[src/rtl/ssr_pkg.sv]
package ssr_pkg;
  localparam logic [1:0] SER_MODE_CODE = 2'd3;

  typedef enum logic {
    RD_AFTER  = 1'b0,
    RD_DURING = 1'b1
  } rd_timing_e;
endpackage

[src/rtl/ssr_timebase.sv]
module ssr_timebase #(
  parameter int BIT_N = 18,
  parameter int DIV_W = 2
) (
  input  logic             clk,
  input  logic             rst_n,
  input  logic             start,
  input  logic [DIV_W-1:0] div,
  output logic             active,
  output logic             bit_tick,
  output logic             frame_end,
  output logic             sclk_raw
);
  // phase counter wide enough for the longest period
  localparam int PH_W  = 2 ** DIV_W;
  localparam int CNT_W = $clog2(BIT_N);

  logic [PH_W-1:0]  ph_q;
  logic [CNT_W-1:0] bit_q;
  logic [DIV_W-1:0] div_q;
  logic [PH_W:0]    half;
  logic [PH_W:0]    per;

  assign half      = (PH_W+1)'(1) << div_q;
  assign per       = half << 1;
  assign bit_tick  = active && ({1'b0, ph_q} == per - (PH_W+1)'(1));
  assign frame_end = bit_tick && (bit_q == CNT_W'(BIT_N - 1));
  assign sclk_raw  = active && ({1'b0, ph_q} >= half);

  always_ff @(posedge clk or negedge rst_n) begin
    if (!rst_n) begin
      active <= 1'b0;
      ph_q   <= '0;
      bit_q  <= '0;
      div_q  <= '0;
    end else if (start) begin
      active <= 1'b1;
      ph_q   <= '0;
      bit_q  <= '0;
      div_q  <= div;
    end else if (active) begin
      if (bit_tick) begin
        ph_q  <= '0;
        bit_q <= bit_q + CNT_W'(1);
        if (frame_end) active <= 1'b0;
      end else begin
        ph_q <= ph_q + PH_W'(1);
      end
    end
  end

  AST_BIT_RANGE: assert property (@(posedge clk) disable iff (!rst_n)
    active |-> (bit_q < CNT_W'(BIT_N)));
  AST_FRAME_ENDS_LOW: assert property (@(posedge clk) disable iff (!rst_n)
    (frame_end && !start) |=> (!active && !sclk_raw));
endmodule

[src/rtl/ssr_shreg.sv]
module ssr_shreg #(
  parameter int DATA_W = 18
) (
  input  logic              clk,
  input  logic              rst_n,
  input  logic              load,
  input  logic [DATA_W-1:0] load_data,
  input  logic              shift,
  output logic              msb
);
  logic [DATA_W-1:0] sr_q;

  always_ff @(posedge clk or negedge rst_n) begin
    if (!rst_n)     sr_q <= '0;
    else if (load)  sr_q <= load_data;
    else if (shift) sr_q <= {sr_q[DATA_W-2:0], 1'b0};
  end

  assign msb = sr_q[DATA_W-1];
endmodule

[src/rtl/ssr_ctrl.sv]
module ssr_ctrl
  import ssr_pkg::*;
#(
  parameter int DATA_W = 18,
  parameter int DIV_W  = 2
) (
  input  logic              clk,
  input  logic              rst_n,
  input  logic              en,
  input  logic              conv_start,
  input  logic              rd_during,
  input  logic [DIV_W-1:0]  div_in,
  input  logic              res_valid,
  input  logic [DATA_W-1:0] res_data,
  input  logic              frame_active,
  input  logic              frame_end,
  output logic              busy,
  output logic              launch,
  output logic [DATA_W-1:0] launch_data,
  output logic [DIV_W-1:0]  launch_div
);
  rd_timing_e        cfg_rd_q;
  logic [DIV_W-1:0]  cfg_div_q;
  logic              pending_q;
  logic              have_prev_q;
  logic [DATA_W-1:0] hold_q;
  logic              accept;
  logic              capture;

  assign accept  = en && conv_start && !busy && !frame_active;
  assign capture = res_valid && pending_q;

  assign launch      = (accept && rd_during && have_prev_q) ||
                       (capture && (cfg_rd_q == RD_AFTER));
  assign launch_data = accept ? hold_q : res_data;
  assign launch_div  = accept ? '0 : cfg_div_q;

  always_ff @(posedge clk or negedge rst_n) begin
    if (!rst_n) begin
      busy        <= 1'b0;
      cfg_rd_q    <= RD_AFTER;
      cfg_div_q   <= '0;
      pending_q   <= 1'b0;
      have_prev_q <= 1'b0;
      hold_q      <= '0;
    end else begin
      if (accept) begin
        busy      <= 1'b1;
        pending_q <= 1'b1;
        cfg_rd_q  <= rd_during ? RD_DURING : RD_AFTER;
        cfg_div_q <= rd_during ? '0 : div_in;
      end
      if (capture) begin
        pending_q   <= 1'b0;
        have_prev_q <= 1'b1;
        hold_q      <= res_data;
        if (cfg_rd_q == RD_DURING) busy <= 1'b0;
      end
      if ((cfg_rd_q == RD_AFTER) && !pending_q && frame_end) busy <= 1'b0;
    end
  end

  AST_DURING_DROPS_BUSY: assert property (@(posedge clk) disable iff (!rst_n)
    (capture && (cfg_rd_q == RD_DURING)) |=> !busy);
  AST_AFTER_FRAME_BUSY: assert property (@(posedge clk) disable iff (!rst_n)
    (frame_active && (cfg_rd_q == RD_AFTER)) |-> busy);
  AST_PENDING_IMPLIES_BUSY: assert property (@(posedge clk) disable iff (!rst_n)
    pending_q |-> busy);
endmodule

[src/rtl/ser_result_shifter.sv]
module ser_result_shifter
  import ssr_pkg::*;
#(
  parameter int DATA_W = 18,
  parameter int DIV_W  = 2
) (
  input  logic              clk,
  input  logic              rst_n,
  input  logic [1:0]        mode_sel,
  input  logic              clk_ext_sel,
  input  logic              rd_during,
  input  logic              sclk_inv,
  input  logic              sync_inv,
  input  logic [DIV_W-1:0]  sclk_div,
  input  logic              conv_start,
  input  logic              res_valid,
  input  logic [DATA_W-1:0] res_data,
  output logic              sclk_o,
  output logic              sdout_o,
  output logic              sync_o,
  output logic              busy_o
);
  logic              en;
  logic              launch;
  logic [DATA_W-1:0] launch_data;
  logic [DIV_W-1:0]  launch_div;
  logic              active;
  logic              bit_tick;
  logic              frame_end;
  logic              sclk_raw;
  logic              msb;

  assign en = (mode_sel == SER_MODE_CODE) && !clk_ext_sel;

  ssr_ctrl #(.DATA_W(DATA_W), .DIV_W(DIV_W)) u_ctrl (
    .clk(clk), .rst_n(rst_n), .en(en), .conv_start(conv_start),
    .rd_during(rd_during), .div_in(sclk_div), .res_valid(res_valid),
    .res_data(res_data), .frame_active(active), .frame_end(frame_end),
    .busy(busy_o), .launch(launch), .launch_data(launch_data),
    .launch_div(launch_div)
  );

  ssr_timebase #(.BIT_N(DATA_W), .DIV_W(DIV_W)) u_tb (
    .clk(clk), .rst_n(rst_n), .start(launch), .div(launch_div),
    .active(active), .bit_tick(bit_tick), .frame_end(frame_end),
    .sclk_raw(sclk_raw)
  );

  ssr_shreg #(.DATA_W(DATA_W)) u_sr (
    .clk(clk), .rst_n(rst_n), .load(launch), .load_data(launch_data),
    .shift(bit_tick), .msb(msb)
  );

  assign sclk_o  = sclk_raw ^ sclk_inv;
  assign sync_o  = active ^ sync_inv;
  assign sdout_o = active & msb;

  AST_SDOUT_HOLD: assert property (@(posedge clk) disable iff (!rst_n)
    (active && $past(active) && !$past(bit_tick)) |-> $stable(sdout_o));
  AST_BUSY_NEEDS_START: assert property (@(posedge clk) disable iff (!rst_n)
    $rose(busy_o) |-> $past(conv_start && en));
  AST_LAUNCH_WHEN_IDLE: assert property (@(posedge clk) disable iff (!rst_n)
    launch |-> !active);
endmodule

[config.mk]
export PLATFORM = sky130hd
export DESIGN_NAME = ser_result_shifter
export DESIGN_NICKNAME = d
export VERILOG_FILES = /design/src/rtl/ssr_pkg.sv /design/src/rtl/ssr_timebase.sv /design/src/rtl/ssr_shreg.sv /design/src/rtl/ssr_ctrl.sv /design/src/rtl/ser_result_shifter.sv
export SDC_FILE = /design/constraint.sdc
export NUM_CORES = 1
export LEC_CHECK = 0
export CAP_MARGIN = 20
export CORE_UTILIZATION = 55
export CTS_CLUSTER_SIZE = 14
export DETAILED_ROUTE_END_ITERATION = 16
export DONT_BUFFER_PORTS = 1
export PLACE_DENSITY = 0.8
export SYNTH_ARGS = -nofsm -noshare
export SYNTH_HDL_FRONTEND = slang
export SYNTH_SLANG_ARGS = --single-unit
[constraint.sdc]
create_clock -name clk -period 2.8 [get_ports clk]
set_input_delay 0.56 -clock clk [delete_from_list [all_inputs] [get_ports clk]]
set_output_delay 0.56 -clock clk [all_outputs]
set_load 0.005 [all_outputs]
Word level (Yosys, flattened, before mapping)
Cells that the tools add are included.
{"block": "totals", "wordCells": 67, "register_bits": 54, "input_bits": 30}
{"block": "classes", "magnitude_cmp": 1, "shifts": 1, "muxes": 22, "eq_ne": 3, "n_reduce_logical": 22, "n_addsub": 3, "n_bitwise": 4}
{"operator": "$mux 18", "n": 3}
{"operator": "$mux 5", "n": 3}
{"operator": "$logic_and 1x1->1", "n": 13}
{"operator": "$mux 4", "n": 3}
{"operator": "$mux 1", "n": 11}
{"operator": "$reduce_bool 2->1", "n": 3}
{"operator": "$add 5x1->5 const B", "n": 1}
{"operator": "$eq 4x5->1", "n": 1}
{"operator": "$eq 5x5->1 const B", "n": 1}
{"operator": "$ge 4x5->1", "n": 1}
{"operator": "$shl 1x2->5 const A", "n": 1}
{"operator": "$sub 5x1->5 const B", "n": 1}
{"operator": "$add 4x1->4 const B", "n": 1}
{"operator": "$logic_not 1->1", "n": 4}
{"operator": "$mux 2", "n": 2}
{"operator": "$eq 2x2->1 const B", "n": 1}
{"operator": "$reduce_and 2->1", "n": 1}
{"operator": "$xor 1x1->1", "n": 2}
{"operator": "$and 1x1->1", "n": 1}
{"operator": "$logic_or 1x1->1", "n": 1}
{"operator": "$not 1->1", "n": 1}

Logic depth before layout (Yosys ltp)
Gate-level depths: netlist (run 1).
{"block": "logic_depth", "word_depth": 10, "ltp_mapped": 8, "ltp_nobuf": 7}

Modules after synthesis
From an unflattened synthesis (run 1), not the netlist that was laid out.
{"block": "hier_totals", "hier_cells": 242, "hier_area_um2": 2901.5}
{"mod": "ssr_ctrl", "seq_area_each_um2": 600.6, "cells_per_inst": 81, "n_inst": 1, "area_per_inst_um2": 1260.0}
{"mod": "ssr_shreg", "seq_area_each_um2": 450.4, "cells_per_inst": 78, "n_inst": 1, "area_per_inst_um2": 837.1}
{"mod": "ssr_timebase", "seq_area_each_um2": 300.3, "cells_per_inst": 79, "n_inst": 1, "area_per_inst_um2": 770.7}
{"mod": "ser_result_shifter", "seq_area_each_um2": 0.0, "cells_per_inst": 4, "n_inst": 1, "area_per_inst_um2": 33.8}

Worst setup path before layout (run 1)
No wires, ideal clock.
{"block": "synth_path", "path_type": "register -> output", "start": "register u_tb.div_q[0]", "end": "output port sclk_o", "t_arrival_ns": 1.592, "t_required_ns": 2.240, "path_buffers": 1, "path_slack_ns": 0.648, "stages_incl_launch_ff": 8, "path_cell_list": "dfrtp_1 buf_6 nor2_1 ha_1 nand2b_1 a21o_1 a21o_1 o311ai_0"}
{"block": "synth_via", "elab_chain_len": 4}
{"element": "from (decl)", "line": "ssr_timebase.sv:20", "rtl": "logic [DIV_W-1:0] div_q;"}
{"element": "from (signal assigned)", "line": "ssr_timebase.sv:40", "rtl": "div_q <= div;"}
{"element": "$shl 1x2->5", "line": "ssr_timebase.sv:24", "rtl": "assign half = (PH_W+1)'(1) << div_q;"}
{"element": "$ge 4x5->1", "line": "ssr_timebase.sv:28", "rtl": "assign sclk_raw = active && ({1'b0, ph_q} >= half);"}
{"element": "$logic_and 1x1->1", "line": "ssr_timebase.sv:28"}
{"element": "$xor 1x1->1", "line": "ser_result_shifter.sv:54", "rtl": "assign sclk_o = sclk_raw ^ sclk_inv;"}
{"element": "to (decl)", "line": "ser_result_shifter.sv:18", "rtl": "output logic sclk_o,"}
Every way passes these cells.

Worst setup path in the final report (run 1)
{"block": "layout_path", "start": "register u_tb.ph_q[0]", "end": "output port sclk_o"}
{"block": "layout_via", "elab_chain_len": 3}
{"element": "from (decl)", "line": "ssr_timebase.sv:18", "rtl": "logic [PH_W-1:0] ph_q;"}
{"element": "from (signal assigned)", "line": "ssr_timebase.sv:47", "rtl": "ph_q <= ph_q + PH_W'(1);"}
{"element": "$ge 4x5->1", "line": "ssr_timebase.sv:28"}
{"element": "$logic_and 1x1->1", "line": "ssr_timebase.sv:28"}
{"element": "$xor 1x1->1", "line": "ser_result_shifter.sv:54"}
Every way passes these cells.

==> results of run 1 <==
-- worst min-delay path by stage --
stage	start	to	slack, ns	cells past startpoint
2_1_floorplan	rst_n	u_ctrl.busy	0.26	0
3_3_place_gp	rst_n	u_sr.sr_q[13]	0.27	0
3_5_place_dp	rst_n	u_ctrl.hold_q[13]	0.27	0
4_1_cts	rst_n	u_ctrl.hold_q[13]	0.11	1
5_1_grt	rst_n	u_ctrl.hold_q[13]	0.11	1
6_report	rst_n	u_ctrl.hold_q[15]	0.1	1
-- timing repair --
action                    4_1_cts  5_1_grt
resized for setup               0        0
hold endpoints to repair       54        0
hold buffers                    1        0
-- layout by cell type, fill, tap and decap left out, drive strengths merged, types with 4 or more instances in the layout --
master and instances:
buf 9, clkbuf 5, and3 18, mux2i 18, nand2b 4, nand2 52
dfrtp 54, inv 6, nor2 8, o21ai 6, mux2 18, nand3 9
a21oi 25, ha 7
-- sequential cells by signal, indices dropped and copies added (netlist names) --
register / flops
u_ctrl.busy: 1
u_ctrl.cfg_div_q: 2
u_ctrl.cfg_rd_q: 1
u_ctrl.have_prev_q: 1
u_ctrl.hold_q: 18
u_ctrl.pending_q: 1
u_sr.sr_q: 18
u_tb.active: 1
u_tb.bit_q: 5
u_tb.div_q: 2
u_tb.ph_q: 4
-- per-stage QoR --
stage	setup slack, ns	utilization [%]	instances
floorplan	0.648	-	269
global placement	0.485	58.8	328
detailed placement	0.397	58.8	328
CTS	0.212	61.1	336
global route	0.0803	61.1	336
finish	0.221	61.1	336
-- logic make-up (layout without fill, tap and decap cells) --
| group | after synthesis | after routing | synth area share, % |
|---|---|---|---|
| DFF | 54 | 54 | 50.0 |
| AOI/OAI and AO/OA | 43 | 43 | 9.39 |
| buffers and inverters | 21 | 21 | 3.52 |
| xor gates and xnor gates | 4 | 4 | 1.30 |
| and+or+nand+nor | 104 | 104 | 18.4 |
| adders and majority gates | 7 | 7 | 3.24 |
| muxes | 36 | 36 | 14.2 |
-- power by group through the flow --
stage | clock (mW) | combinational (mW) | sequential [mW]
floorplan | 0 | 0.741 | 1.30
global placement | 0 | 0.807 | 1.35
detailed placement | 0 | 0.847 | 1.37
CTS | 0.438 | 0.871 | 1.35
global route | 0.462 | 0.984 | 1.40
finish | 0.425 | 0.864 | 1.36
-- layout make-up --
cell class / instances / area [µm²] / share of cell area [%]
flip-flops and latches: 54 / 1350 / 46.8
multi-input cells: 194 / 1260 / 43.7
repair buffers: 9 / 87.6 / 3.04
well taps: 67 / 83.8 / 2.91
clock buffers: 5 / 68.8 / 2.39
inverters: 5 / 18.8 / 0.650
clock inverters: 2 / 13.8 / 0.477
-- routing by layer --
layer	routed length (µm)	up-vias	global-route usage, %
li1	-	944	-
met1	2380	895	29.1
met2	2190	33	30.9
met3	202	6	4.86
met4	74	0	7.41
met5	0	-	0
==> run metrics, run 1 <==
status=complete, no violations; Final TNS setup=0 ns; #FFs+latches synth=54; Fmax=0.388 GHz; Clock Skews=0.00943 ns; clock power share=16.1%; Buf/Inv on CP=1; Sequential Power Share=51.3%; CORE AREA=0.00472 mm²; vias in the first global route=1788; Syn Area/Cell=10.1 µm²; Post-synth EDFFs=0; register area share after synthesis=50.0%; vias per cell=5.59; Area after DPL=0.00278 mm²; Max Cap Viol=0; initial antenna violation count=0; LEAKAGE=1.46 nW; RSZ-0062 raised after global routing=no; maximum root-to-sink buffer count=2; Final Max Tran Viols=0; IO Count=34; number of I/O port buffers=0; HPWL Detailed=3290 µm; DRC viols=0; R2R Path Start=u_tb.div_q[0]; post-route ant nets=0; CTS buffer count=5; fin crit share=92.1%; FP Rows=25; Pint=1.75 mW; Power Density=917 mW/mm²; area grow syn2layout=6.71%; count leader, synth=dfrtp_1; final hold vios=0; nets@finish=306; clk_lat worst skew=0.31 ns; CP Cell Sequence=inv_1 > ha_1 > nand2b_1 > a21o_1 > a21o_1 > o311ai_0; Worst path slowest cell=dfrtp_1; CP required=2.24 ns; final non-filler cell area=0.00289 mm²; Hold WS=0.0991 ns; CP endpoint=sclk_o; initial core utilization=57.2%; WL/cell=14.4 µm; detailed-route via count=1878; dominant cells by area after synthesis=dfrtp_1 50%, mux2_2 7.5%, nand2_1 7.2%; WL final=4850 µm; r2r worst-path depth=6; synth cell count leaders=54 x dfrtp_1, 52 x nand2_1, 25 x a21oi_1; Worst VDD drop=0.508 mV; NetSw=0.893 mW; H-Tree Depth=2; Synthesized Nets=306; Mapped Cells=269; Initial DRC Count=165; Die Y-Extent=72.1 µm; # diodes=0; GRT Total Usage=20.5%; WS Path Type=reg -> out; crit-path most repeated cell=a21o_1; DIE AREA=0.00520 mm²; Tmin final=2.58 ns; Post-synth top flop=dfrtp_1; largest net degree at the start of global routing=55; synthesized area=0.00270 mm²; YS warnings=0; CTS tree=built; Setup Buffers After CTS=0; Power, Total=2.65 mW; global-route wire length before repair=8180 µm; Slew @ Worst Pin=0.824 ns; DRT Pass-1 Iters=4; CP Max Fanout=7; CP peak stage delay=0.48 ns; GP Congestion=0.750; CTS clk-pin slew, worst paths=0.10 ns; Hold Path Class=in -> async; post-synth top area share=50.0%; Crit path arrival time=2.02 ns; Num Clock Sinks=54; combinational power share=32.6%; Clock Tree Root=clkbuf_8; startpoint class of the critical path=flip-flop; # fillers=384; share of post-route cells with drive strength above 1=13.4%; Die Width=72.1 µm; post-synth top area cell=dfrtp_1; worst reg2reg path endpoint=u_sr.sr_q[13]; GR Overflow Total=0; Worst Setup End Kind=output port; Max-slew headroom=45.1%; sw frac=33.7%; Setup Viol. Count Final=0; Unique masters post-synth=35; critical path's top delay family=compound AO/OA/AOI/OAI gates; Worst R2R Setup Slack=0.39 ns; ys async rst share=100%; Levels on crit path=6; Crit. Startpoint=u_tb.ph_q[0]
No activity file was read; power rests on OpenSTA's default activity.
==> run 2, diff against run 1 <==
--- a/config.mk
+++ b/config.mk
@@ -11,6 +11,7 @@
 export DETAILED_ROUTE_END_ITERATION = 16
 export DONT_BUFFER_PORTS = 1
 export PLACE_DENSITY = 0.8
+export RECOVER_POWER = 50
 export SYNTH_ARGS = -nofsm -noshare
 export SYNTH_HDL_FRONTEND = slang
 export SYNTH_SLANG_ARGS = --single-unit
==> run metrics, run 2 (synthesis gave the netlist of run 1 again) <==
Slew @ Worst Pin=1.34 ns (+0.519 ns); WS Path Type=reg -> out; maximum root-to-sink buffer count=2 (unchanged); Die Width=72.1 µm (unchanged); fin crit share=92.1% (about the same); Worst VDD drop=0.507 mV (about the same); Power Density=923 mW/mm² (+0.68%); IO Count=34 (unchanged); Final Max Tran Viols=0 (unchanged); clk_lat worst skew=0.31 ns (about the same); DIE AREA=0.00520 mm² (unchanged); CP peak stage delay=0.48 ns (about the same); dpl cells=328 (unchanged); Max-slew headroom=10.5% (-35 points); # diodes=0 (unchanged); largest registers=u_ctrl.hold_q (18), u_sr.sr_q (18), u_tb.bit_q (5); GP Congestion=0.750 (unchanged); startpoint class of the critical path=flip-flop; crit-path most repeated cell=a21o_1; CTS clk-pin slew, worst paths=0.10 ns (about the same); Worst Setup End Kind=output port; Worst path slowest cell=dfrtp_1; number of I/O port buffers=0 (unchanged); DRC viols=0 (unchanged); area grow syn2layout=5.88%; Tmin final=2.58 ns (+0.000535 ns); CORE AREA=0.00472 mm² (unchanged); status=complete, no violations; commonest non-fill, non-tap cells in the layout=54 x dfrtp_1, 52 x nand2_1, 25 x a21oi_1; share of post-route cells with drive strength above 1=13.4% (unchanged); largest net degree at the start of global routing=55 (unchanged); PnR worst setup slack=0.220 ns (-0.000535 ns); WL/cell=14.4 µm (about the same); LEAKAGE=1.45 nW (-0.58%); Die Y-Extent=72.1 µm (unchanged); DRT Pass-1 Iters=4 (unchanged); Setup Buffers After CTS=0 (unchanged); CP Max Fanout=7 (unchanged); Layout Cells excl Fill=336 (unchanged); Setup Viol. Count Final=0 (unchanged); vias in the first global route=1788 (unchanged); Fmax=0.388 GHz (about the same); Hold Path Class=in -> reg; GRT Total Usage=20.5% (unchanged); initial core utilization=57.2% (unchanged); Num Clock Sinks=54 (unchanged); HPWL Detailed=3290 µm (unchanged); detailed-route via count=1875 (-0.16%); RSZ-0062 raised after global routing=no; # fillers=385 (+0.26%); CTS tree=built; GR Overflow Total=0 (unchanged); critical path's top delay family=compound AO/OA/AOI/OAI gates; global-route wire length before repair=8180 µm (unchanged); Crit path arrival time=2.02 ns (about the same); nets@finish=306 (unchanged); Worst R2R Setup Slack=0.39 ns (about the same); Final TNS setup=0 ns (unchanged); initial antenna violation count=0 (unchanged); Clock Skews=0.00963 ns (+0.000205 ns); Buf/Inv on CP=1 (unchanged); CTS buffer count=5 (unchanged); most common cell after layout, fill and taps aside=dfrtp_1; CP Cell Sequence=inv_1 > ha_1 > nand2b_1 > a21o_1 > a21o_1 > o311ai_0; final hold vios=0 (unchanged); DP Worst Slack=0.397 ns (unchanged); vias per cell=5.58 (-0.16%); Clock Tree Root=clkbuf_8; post-route ant nets=0 (unchanged); CP required=2.24 ns (about the same); WL final=4860 µm (about the same); Max Cap Viol=0 (unchanged); Power, Total=2.64 mW (-0.11%); FP Rows=25 (unchanged); Initial DRC Count=166 (+0.61%); H-Tree Depth=2 (unchanged)
[run 2: cell types whose count changed in the layout (fill, tap and decap cells not counted), sizes merged]
| cell | delta |
|---|---|
| buf | -1 |
| clkbuf | +1 |
[run 2: metrics by stage]
stage	hold WS [ns]	area, µm²	utilization (%)
CTS	0.106	2890	61.1
global route	0.329	2860	60.6
detailed placement	0.265	2780	58.8
floorplan	0.264	2700	-
finish	0.335	2860	60.6
global placement	0.266	2780	58.8
[run 2: final timing paths]
kind                            cells after the start                 end          startpoint
worst min-delay path                                1    u_ctrl.pending_q           res_valid
worst min register to register                      1  u_ctrl.have_prev_q  u_ctrl.have_prev_q
min in group asynchronous                           1   u_ctrl.hold_q[15]               rst_n
worst max register to register                      6       u_sr.sr_q[13]       u_tb.div_q[0]
worst max-delay path                                6              sclk_o        u_tb.ph_q[0]
max in group asynchronous                           1        u_sr.sr_q[1]               rst_n
[run 2: repair_timing]
item / in CTS / in global routing
hold buffers: 1 / 0
hold endpoints to repair: 54 / 0
gates resized for setup: 0 / 0
[run 2: report_power, final]
group	switching (mW)	internal (mW)	leakage [nW]
Sequential	0.237	1.12	0.681
Combinational	0.403	0.457	0.729
Clock	0.253	0.173	0.0444
Total	0.893	1.75	1.45
[run 2: area by class of cell]
class / instances / area (µm²) / share of cell area (%)
tap: 67 / 83.8 / 2.93
clock inverter: 2 / 13.8 / 0.481
timing repair buffer: 9 / 65.1 / 2.27
clock buffer: 5 / 68.8 / 2.40
multi-input combinational: 194 / 1260 / 44.1
inverter: 5 / 18.8 / 0.656
sequential: 54 / 1350 / 47.2
[run 2: per-layer routing]
layer,GRT usage [%],vias up,wire [µm]
met1,29.1,891,2370
met2,30.9,34,2190
met3,4.86,6,219
met4,7.41,0,74
met5,0,-,0
li1,-,944,-
